[src/rtl/flw_pkg.sv]
package flw_pkg;

    localparam logic [2:0] OFS_PTR_LO = 3'd0;
    localparam logic [2:0] OFS_PTR_HI = 3'd1;
    localparam logic [2:0] OFS_LOAD   = 3'd2;
    localparam logic [2:0] OFS_CTRL   = 3'd3;
    localparam logic [2:0] OFS_KEY    = 3'd4;

    localparam logic [7:0] KEY_BYTE_A = 8'h55;
    localparam logic [7:0] KEY_BYTE_B = 8'hAA;
    localparam logic [7:0] ERASED     = 8'hFF;

    typedef enum logic [1:0] {
        KS_IDLE  = 2'd0,
        KS_HALF  = 2'd1,
        KS_ARMED = 2'd2
    } key_st_e;

    typedef struct packed {
        logic done;
        logic err;
        logic prog_mem;
        logic cfg_sel;
        logic erase;
        logic wen;
        logic start;
    } ctrl_t;

    function automatic ctrl_t ctrl_of(input logic [7:0] b);
        return ctrl_t'(b[6:0]);
    endfunction

    function automatic logic start_allowed(input ctrl_t c);
        return c.wen && c.prog_mem && !c.cfg_sel;
    endfunction

endpackage

[src/rtl/flw_unlock.sv]
module flw_unlock
    import flw_pkg::*;
(
    input  logic       clk,
    input  logic       rst,
    input  logic       access,
    input  logic       key_wr,
    input  logic [7:0] wdata,
    input  logic       clear,
    output logic       armed,
    output key_st_e    state
);
    key_st_e st_q, st_d;

    always_comb begin
        st_d = st_q;
        if (clear) begin
            st_d = KS_IDLE;
        end else if (access) begin
            if (key_wr && st_q == KS_IDLE && wdata == KEY_BYTE_A)
                st_d = KS_HALF;
            else if (key_wr && st_q == KS_HALF && wdata == KEY_BYTE_B)
                st_d = KS_ARMED;
            else
                st_d = KS_IDLE;
        end
    end

    always_ff @(posedge clk) begin
        if (rst) st_q <= KS_IDLE;
        else     st_q <= st_d;
    end

    assign armed = (st_q == KS_ARMED);
    assign state = st_q;
endmodule

[src/rtl/flw_holdbuf.sv]
module flw_holdbuf
    import flw_pkg::*;
#(
    parameter int ADDR_W = 16,
    parameter int HOLD_B = 8,
    localparam int HB_W  = $clog2(HOLD_B),
    localparam int GRP_W = ADDR_W - HB_W
) (
    input  logic                clk,
    input  logic                rst,
    input  logic                load,
    input  logic [ADDR_W-1:0]   ptr,
    input  logic [7:0]          wdata,
    input  logic                clear,
    output logic [HOLD_B*8-1:0] bytes_flat,
    output logic [7:0]          slot_byte,
    output logic [GRP_W-1:0]    grp,
    output logic                grp_vld
);
    logic [7:0] mem_q [HOLD_B];

    always_ff @(posedge clk) begin
        if (rst || clear) begin
            for (int i = 0; i < HOLD_B; i++) mem_q[i] <= ERASED;
            grp_vld <= 1'b0;
            grp     <= '0;
        end else if (load) begin
            mem_q[ptr[HB_W-1:0]] <= wdata;
            if (!grp_vld) begin
                grp     <= ptr[ADDR_W-1:HB_W];
                grp_vld <= 1'b1;
            end
        end
    end

    for (genvar g = 0; g < HOLD_B; g++) begin : g_flat
        assign bytes_flat[g*8 +: 8] = mem_q[g];
    end

    assign slot_byte = mem_q[ptr[HB_W-1:0]];
endmodule

[src/rtl/flw_opseq.sv]
module flw_opseq
    import flw_pkg::*;
#(
    parameter int ADDR_W    = 16,
    parameter int HOLD_B    = 8,
    parameter int ROW_B     = 64,
    parameter int OP_CYCLES = 100,
    localparam int CNT_W    = $clog2(OP_CYCLES + 1),
    localparam int HB_W     = $clog2(HOLD_B)
) (
    input  logic                clk,
    input  logic                rst,
    input  logic                go,
    input  logic                go_erase,
    input  logic [ADDR_W-1:0]   go_base,
    input  logic [HOLD_B*8-1:0] bytes_flat,
    output logic                busy,
    output logic                finish,
    output logic                erase_mode,
    output logic                fl_we,
    output logic [ADDR_W-1:0]   fl_addr,
    output logic [7:0]          fl_wdata
);
    logic [CNT_W-1:0]  cnt_q;
    logic [ADDR_W-1:0] base_q;
    logic [CNT_W-1:0]  n_bytes;

    always_ff @(posedge clk) begin
        if (rst) begin
            busy       <= 1'b0;
            cnt_q      <= '0;
            base_q     <= '0;
            erase_mode <= 1'b0;
        end else if (go && !busy) begin
            busy       <= 1'b1;
            cnt_q      <= '0;
            base_q     <= go_base;
            erase_mode <= go_erase;
        end else if (busy) begin
            if (finish) busy <= 1'b0;
            cnt_q <= cnt_q + 1'b1;
        end
    end

    assign finish   = busy && (cnt_q == CNT_W'(OP_CYCLES - 1));
    assign n_bytes  = erase_mode ? CNT_W'(ROW_B) : CNT_W'(HOLD_B);
    assign fl_we    = busy && (cnt_q < n_bytes);
    assign fl_addr  = base_q + ADDR_W'(cnt_q);
    assign fl_wdata = erase_mode ? ERASED : bytes_flat[cnt_q[HB_W-1:0]*8 +: 8];
endmodule

[src/rtl/flw_ctrl_top.sv]
module flw_ctrl_top
    import flw_pkg::*;
#(
    parameter int ADDR_W    = 16,
    parameter int HOLD_B    = 8,
    parameter int ROW_B     = 64,
    parameter int OP_CYCLES = 100,
    localparam int HB_W     = $clog2(HOLD_B),
    localparam int ROW_W    = $clog2(ROW_B)
) (
    input  logic              clk,
    input  logic              rst,
    input  logic              reg_wr,
    input  logic              reg_rd,
    input  logic [2:0]        reg_addr,
    input  logic [7:0]        reg_wdata,
    output logic [7:0]        reg_rdata,
    output logic              stall,
    output logic              op_done,
    output logic              flash_we,
    output logic [ADDR_W-1:0] flash_addr,
    output logic [7:0]        flash_wdata
);
    logic [ADDR_W-1:0]      ptr_q;
    ctrl_t                  ctl_q;
    ctrl_t                  wr_ctl;
    logic                   busy, finish, erase_mode, armed;
    key_st_e                key_state;
    logic [HOLD_B*8-1:0]    buf_flat;
    logic [7:0]             slot_byte;
    logic [ADDR_W-HB_W-1:0] grp;
    logic                   grp_vld;
    logic                   wr_ok, acc, load, start_req, range_ok, go, reject;
    logic [ADDR_W-1:0]      go_base;

    assign wr_ok     = reg_wr && !busy;
    assign acc       = (reg_wr || reg_rd) && !busy;
    assign load      = wr_ok && reg_addr == OFS_LOAD;
    assign wr_ctl    = ctrl_of(reg_wdata);
    assign start_req = wr_ok && reg_addr == OFS_CTRL && wr_ctl.start;
    assign range_ok  = !grp_vld || ptr_q[ADDR_W-1:HB_W] == grp;
    assign go        = start_req && armed && start_allowed(wr_ctl)
                       && (wr_ctl.erase || range_ok);
    assign reject    = start_req && !go;
    assign go_base   = wr_ctl.erase ? {ptr_q[ADDR_W-1:ROW_W], ROW_W'(0)}
                                    : {ptr_q[ADDR_W-1:HB_W], HB_W'(0)};

    flw_unlock u_key (
        .clk(clk), .rst(rst), .access(acc),
        .key_wr(wr_ok && reg_addr == OFS_KEY), .wdata(reg_wdata),
        .clear(finish), .armed(armed), .state(key_state)
    );

    flw_holdbuf #(.ADDR_W(ADDR_W), .HOLD_B(HOLD_B)) u_buf (
        .clk(clk), .rst(rst), .load(load), .ptr(ptr_q), .wdata(reg_wdata),
        .clear(finish), .bytes_flat(buf_flat), .slot_byte(slot_byte),
        .grp(grp), .grp_vld(grp_vld)
    );

    flw_opseq #(.ADDR_W(ADDR_W), .HOLD_B(HOLD_B), .ROW_B(ROW_B),
                .OP_CYCLES(OP_CYCLES)) u_seq (
        .clk(clk), .rst(rst), .go(go), .go_erase(wr_ctl.erase),
        .go_base(go_base), .bytes_flat(buf_flat), .busy(busy),
        .finish(finish), .erase_mode(erase_mode), .fl_we(flash_we),
        .fl_addr(flash_addr), .fl_wdata(flash_wdata)
    );

    always_ff @(posedge clk) begin
        if (rst) begin
            ptr_q <= '0;
            ctl_q <= '0;
        end else begin
            if (wr_ok && reg_addr == OFS_PTR_LO) ptr_q[7:0] <= reg_wdata;
            if (wr_ok && reg_addr == OFS_PTR_HI) ptr_q[ADDR_W-1:8] <= reg_wdata[ADDR_W-9:0];
            if (load) ptr_q <= ptr_q + 1'b1;
            if (wr_ok && reg_addr == OFS_CTRL) begin
                ctl_q.wen      <= wr_ctl.wen;
                ctl_q.erase    <= wr_ctl.erase;
                ctl_q.cfg_sel  <= wr_ctl.cfg_sel;
                ctl_q.prog_mem <= wr_ctl.prog_mem;
                ctl_q.err      <= (wr_ctl.err && ctl_q.err) || reject;
                ctl_q.done     <= wr_ctl.done && ctl_q.done && !go;
            end
            if (finish) ctl_q.done <= 1'b1;
        end
    end

    always_comb begin
        ctrl_t rd_ctl;
        rd_ctl       = ctl_q;
        rd_ctl.start = busy;
        unique case (reg_addr)
            OFS_PTR_LO: reg_rdata = ptr_q[7:0];
            OFS_PTR_HI: reg_rdata = ptr_q[ADDR_W-1:8];
            OFS_LOAD:   reg_rdata = slot_byte;
            OFS_CTRL:   reg_rdata = {1'b0, rd_ctl};
            default:    reg_rdata = 8'h00;
        endcase
    end

    assign stall   = busy;
    assign op_done = ctl_q.done;
endmodule

[config.mk]
export PLATFORM = sky130hd
export DESIGN_NAME = flw_ctrl_top
export DESIGN_NICKNAME = d
export VERILOG_FILES = /design/src/rtl/flw_pkg.sv /design/src/rtl/flw_unlock.sv /design/src/rtl/flw_holdbuf.sv /design/src/rtl/flw_opseq.sv /design/src/rtl/flw_ctrl_top.sv
export SDC_FILE = /design/constraint.sdc
export NUM_CORES = 1
export LEC_CHECK = 0
export CORE_ASPECT_RATIO = 1.4
export CORE_MARGIN = 2
export CORE_UTILIZATION = 55
export CTS_CLUSTER_DIAMETER = 200
export DETAILED_ROUTE_END_ITERATION = 10
export DONT_BUFFER_PORTS = 1
export HOLD_SLACK_MARGIN = 0.15
export PLACE_DENSITY = 0.8
export SYNTH_ARGS = -nofsm -noshare
export SYNTH_HDL_FRONTEND = slang
export SYNTH_HIERARCHICAL = 1
export SYNTH_SLANG_ARGS = --single-unit
[constraint.sdc]
create_clock -name clk -period 3.8 [get_ports clk]
set_input_delay 0.38 -clock clk [delete_from_list [all_inputs] [get_ports clk]]
set_output_delay 0.38 -clock clk [all_outputs]
set_load 0.02 [all_outputs]
Word level (Yosys, flattened, before mapping)
Memories as Yosys holds them, arrays and structs flattened. A register that Yosys moved wholly into a read port is not among the register bits.
Index checks and enable logic that the tools add are counted.
{ "op_classes": {"n_shift": 1, "n_lt_le_gt_ge": 1, "addsub": 3, "n_eq_ne": 10, "bitwise_logic": 1, "muxes": 24, "n_reduce_logical": 42} }
{ "op_table": {"columns": ["op", "n"], "rows": [
  ["64-bit by 7-bit variable part select with 8-bit output", 1],
  ["8-bit 2-to-1 mux", 4],
  ["8-bit one-hot mux with 4 select lines", 1],
  ["1-bit logical AND", 24],
  ["16-bit by 1-bit adder with 16-bit output (second input constant)", 1],
  ["16-bit by 7-bit adder with 16-bit output", 1],
  ["16-bit 2-to-1 mux", 1],
  ["13-bit == test", 1],
  ["6-bit 2-to-1 mux", 2],
  ["1-bit 2-to-1 mux", 10],
  ["3-bit 2-to-1 mux", 3],
  ["8-bit by 7-bit == test with 1-bit output (second input constant)", 1],
  ["8-bit == test (second input constant)", 1],
  ["8-bit OR reduction", 1],
  ["7-bit by 1-bit adder with 7-bit output (second input constant)", 1],
  ["7-bit == test (second input constant)", 1],
  ["7-bit < comparator", 1],
  ["7-bit 2-to-1 mux", 1],
  ["3-bit by 2-bit == test with 1-bit output (second input constant)", 2],
  ["2-bit nonzero test", 3],
  ["1-bit logical OR", 5],
  ["1-bit zero test", 4],
  ["2-bit 2-to-1 mux", 2],
  ["2-bit OR reduction", 2],
  ["other kinds (8)", 8]
]} }
{ "word_totals": {"in_bits": 15, "n_memories": 1, "ram_bits": 64, "reg_bits": 63, "output_inout_bits": 35} }
{ "memory_table": {"columns": ["name", "words", "width", "read_ports", "rd_ports_with_merged_regs", "wr", "line_no", "text"], "rows": [
  ["u_buf.mem_q", 8, 8, 9, 1, 8, "flw_holdbuf.sv:20", "logic [7:0] mem_q [HOLD_B];"]
]} }

Depth between registers and ports, before layout
{ "depth": {"ltp_word": 12, "ltp_mapped": 10} }

Cells and area by module
Netlist, hierarchy kept.
{ "by_module_without_submodules": {"columns": ["mod", "cells_each", "instances", "area_each_um2"], "rows": [
  ["flw_holdbuf", 267, 1, 3469.6],
  ["flw_opseq", 217, 1, 1983.2],
  ["flw_ctrl_top", 220, 1, 1858.0],
  ["flw_unlock", 16, 1, 152.6]
]} }

Worst setup path after synthesis
Ideal clock, no wire load.
{ "synth_path": {"path_type": "flip-flop to flip-flop", "start": "register u_seq.busy", "end": "memory u_buf.mem_q[7][0], enable pin", "t_arrival_ns": 2.737, "setup_slack_ns": 0.759, "path_stages_with_launch": 8, "n_path_buf": 2, "required_ns": 3.497, "cell_sequence": "dfxtp_1 -> buf_4 -> nand3_1 -> nor4_1 -> nor2_2 -> and4_1 -> buf_2 -> nand2b_1"} }
{ "synth_rtl": {"columns": ["element", "line_no", "text"], "rows": [
  ["start: declaration", "flw_opseq.sv:17", "output logic busy,"],
  ["start signal: assignment", "flw_opseq.sv:30", "busy <= 1'b0;"],
  ["start signal: assignment", "flw_opseq.sv:35", "busy <= 1'b1;"],
  ["start signal: assignment", "flw_opseq.sv:40", "if (finish) busy <= 1'b0;"],
  ["end: declaration", "flw_holdbuf.sv:20", null]
]} }

==> reports/qor.csv <==
metric,value,unit
status,"complete, no violations",
vias in the first global route,6050,
number of flops mapped to enable cells by yosys,64,
Initial Util,0.560,
asr flop ratio synth,0,
cell taking the most area after synthesis,edfxtp_1,
R2R depth,8,
Horiz. Die Dim,102,um
Final Max Slew Viols,0,
Detailed Route Iter0 Violations,569,
gpl congestion,0.942,
library cells used by synthesis,73,
# nets final,747,
Peak VDD IR,0.417,mV
first-pass GRT wire length,33000,um
synthesis-to-layout area growth,11.0,%
clock sink count,127,
number of H-tree levels,4,
first-pass iteration count of the detailed router,5,
Post-Layout Cell Count,916,
Total GRT Usage,0.307,
Yosys top cell area share,0.258,
fmax,0.301,GHz
Post-CTS Setup Bufs,0,
Final setup viols,0,
die height,142,um
Pint,2630,uW
Min-Delay Path Depth,2,
RSZ-0062 raised after global routing,no,
most frequent cells after synthesis,"114 x nand2_1, 64 x edfxtp_1, 63 x dfxtp_1",
Clock Tree Buf Depth,2,
crit path from,ptr_q[1],
final hold vios,0,
num rows,50,
ys flop type,edfxtp_1,
sequential power share,0.435,
detailed-route via count,5932,
Crit path buffers/inverters,1,
crit path launch type,register,
Power Dens Cells,410,mW/mm2
CP Cell Sequence,buf_4 > mux2i_1 > o32a_1 > o211ai_1 > mux4_2 > nor2b_1,
largest net degree at the start of global routing,37,
synth top area cells,"edfxtp_1 26%, dfxtp_1 17%, mux4_2 9.4%, nand2_1 5.7%, nand2b_1 3.7%",
post-layout power,3400,uW
DR vias/cell,6.48,
period utilisation layout,0.874,
drt drc,0,
Cells after Synth,720,
Worst Skew,9.40,ps
Post-Route WL,21200,um
placeable core area,0.0133,mm2
Critical Path End Type,output pin,
max_cap viols,0,
Crit Path Max Fanout,18,
Filler Cell Count,1020,
syn_area_per_cell,10.4,um2
slew at the pin with the worst max-slew slack,1020,ps
worst hold path class,primary input to register,
internal reg-to-reg setup slack,810,ps
Comb power frac,0.062,
# port buffers,0,
num ports,50,
Critical Path Stages,6,
Final TNS setup,0,ps
R2R Path End,u_buf/mem_q[7][6],
hold_ws,167,ps
hpwl dp,14600,um
Skew-Pair Late Insertion Delay,430,ps
Worst Path Required,3420,ps
CP max stage delay,990,ps
"Reg clk slew, reported paths",50,ps
"FF+latch count, synth",127,
post-synthesis cell area,0.00746,mm2
Slew HR,0.320,
root buffer cell,clkbuf_16,
NetSw,771,uW
leak pwr,0.00261,uW
Avg WL per Cell,23.1,um
Net Sw Frac,0.227,
arrival time worst endpoint,2940,ps
Antenna Violating Nets Remaining,0,
Ant. Diodes,0,
share of cells above drive strength 1,0.174,
CTS tree,yes,
clock period minus worst slack,3320,ps
grt ovf,0,
Synth Warn #,6,
family with the most delay on the worst path,flip-flops,
clock group share of total power,0.504,
CP max-delay cell,dfxtp_1,
sequential share of the synthesized area,0.426,
initial antenna violation count,0,
Placed Cells,874,
most common cell in the netlist,nand2_1,
kind of critical path,register to output pin,
CP Capture Point,reg_rdata[6],
die area,0.0145,mm2
FF-to-FF Start,u_seq/cnt_q[1],
TritonCTS Buffers,17,
-- logic make-up (layout without fill, tap and decap cells) --
kind of cell / Yosys count / in the layout / synth area share
XOR/XNOR: 30 / 30 / 0.0352
AND/OR/NAND/NOR: 319 / 319 / 0.238
other: 1 / 3 / 0.000502
AO/OA/AOI/OAI: 125 / 125 / 0.105
buffers and inverters: 53 / 65 / 0.0379
flip-flops: 127 / 127 / 0.426
multiplexers: 54 / 54 / 0.138
adder cells (fa/ha/maj): 11 / 11 / 0.0194
-- power groups by stage --
stage | combinational, uW | clock (uW) | sequential [uW]
5_1_grt | 223 | 1790 | 1480
2_1_floorplan | 165 | 0 | 1490
3_3_place_gp | 169 | 0 | 1500
6_report | 210 | 1710 | 1480
3_5_place_dp | 174 | 0 | 1510
4_1_cts | 207 | 1720 | 1480
-- registers in the layout, indices dropped and copies added, names as in the netlist, 2 cells and up --
name and cells:
ctl_q 5, ptr_q 16, u_buf/grp 13, u_buf/mem_q 64
u_key/state 2, u_seq/base_q 16, u_seq/cnt_q 7
-- per-layer routing --
metal | global-route usage | vias up | share of wire
li1 | - | 2638 | -
met1 | 0.335 | 2858 | 0.35
met2 | 0.514 | 336 | 0.51
met3 | 0.0857 | 100 | 0.083
met4 | 0.198 | 0 | 0.061
met5 | 0 | - | 0
-- how the worst min path moves through the flow --
stage                                from               to  slack, ps
after floorplan                  ptr_q[4]     u_buf/grp[1]        430
after global placement    u_seq/base_q[2]  u_seq/base_q[2]        440
after detailed placement  u_seq/base_q[5]  u_seq/base_q[5]        450
after CTS                     reg_addr[1]         ptr_q[0]        150
after global routing          reg_addr[1]         ptr_q[0]        160
final                        reg_wdata[7]        ptr_q[15]        170
-- final cells by class --
class                      instances  area, um2  area share
clock buffer                      17        425      0.0514
clock inverter                    15        191      0.0231
inverter                          10       37.5     0.00453
multi-input combinational        542       4010       0.484
sequential                       127       3180       0.384
tap                              182        228      0.0275
timing repair buffer              23        208      0.0251
-- cells in the final DEF (no fill, tap or decap), types with 10 or more instances in the layout --
cell	n
a21oi_1	47
buf_4	13
clkbuf_16	17
dfxtp_1	63
edfxtp_1	64
ha_1	10
mux2i_1	16
mux4_2	31
nand2_1	114
nand2b_1	44
nand3_1	13
nand4_1	12
nor2_1	25
nor2b_1	17
o21ai_0	26
or2_2	33
xnor2_1	24
-- through the flow --
step                 util  worst slack (ps)  instance area [um2]
finish              0.622               478                 8280
CTS                 0.622               435                 8280
global placement    0.567               934                 7560
detailed placement  0.567               832                 7560
global route        0.622               339                 8280
floorplan               -               759                 7470
-- repair_timing --
| action | 4_1_cts | 5_1_grt |
|---|---|---|
| hold endpoints to repair | 101 | 0 |
| resized for setup | 0 | 0 |
| hold buffers | 10 | 0 |
(Power assumes the default switching activity.)
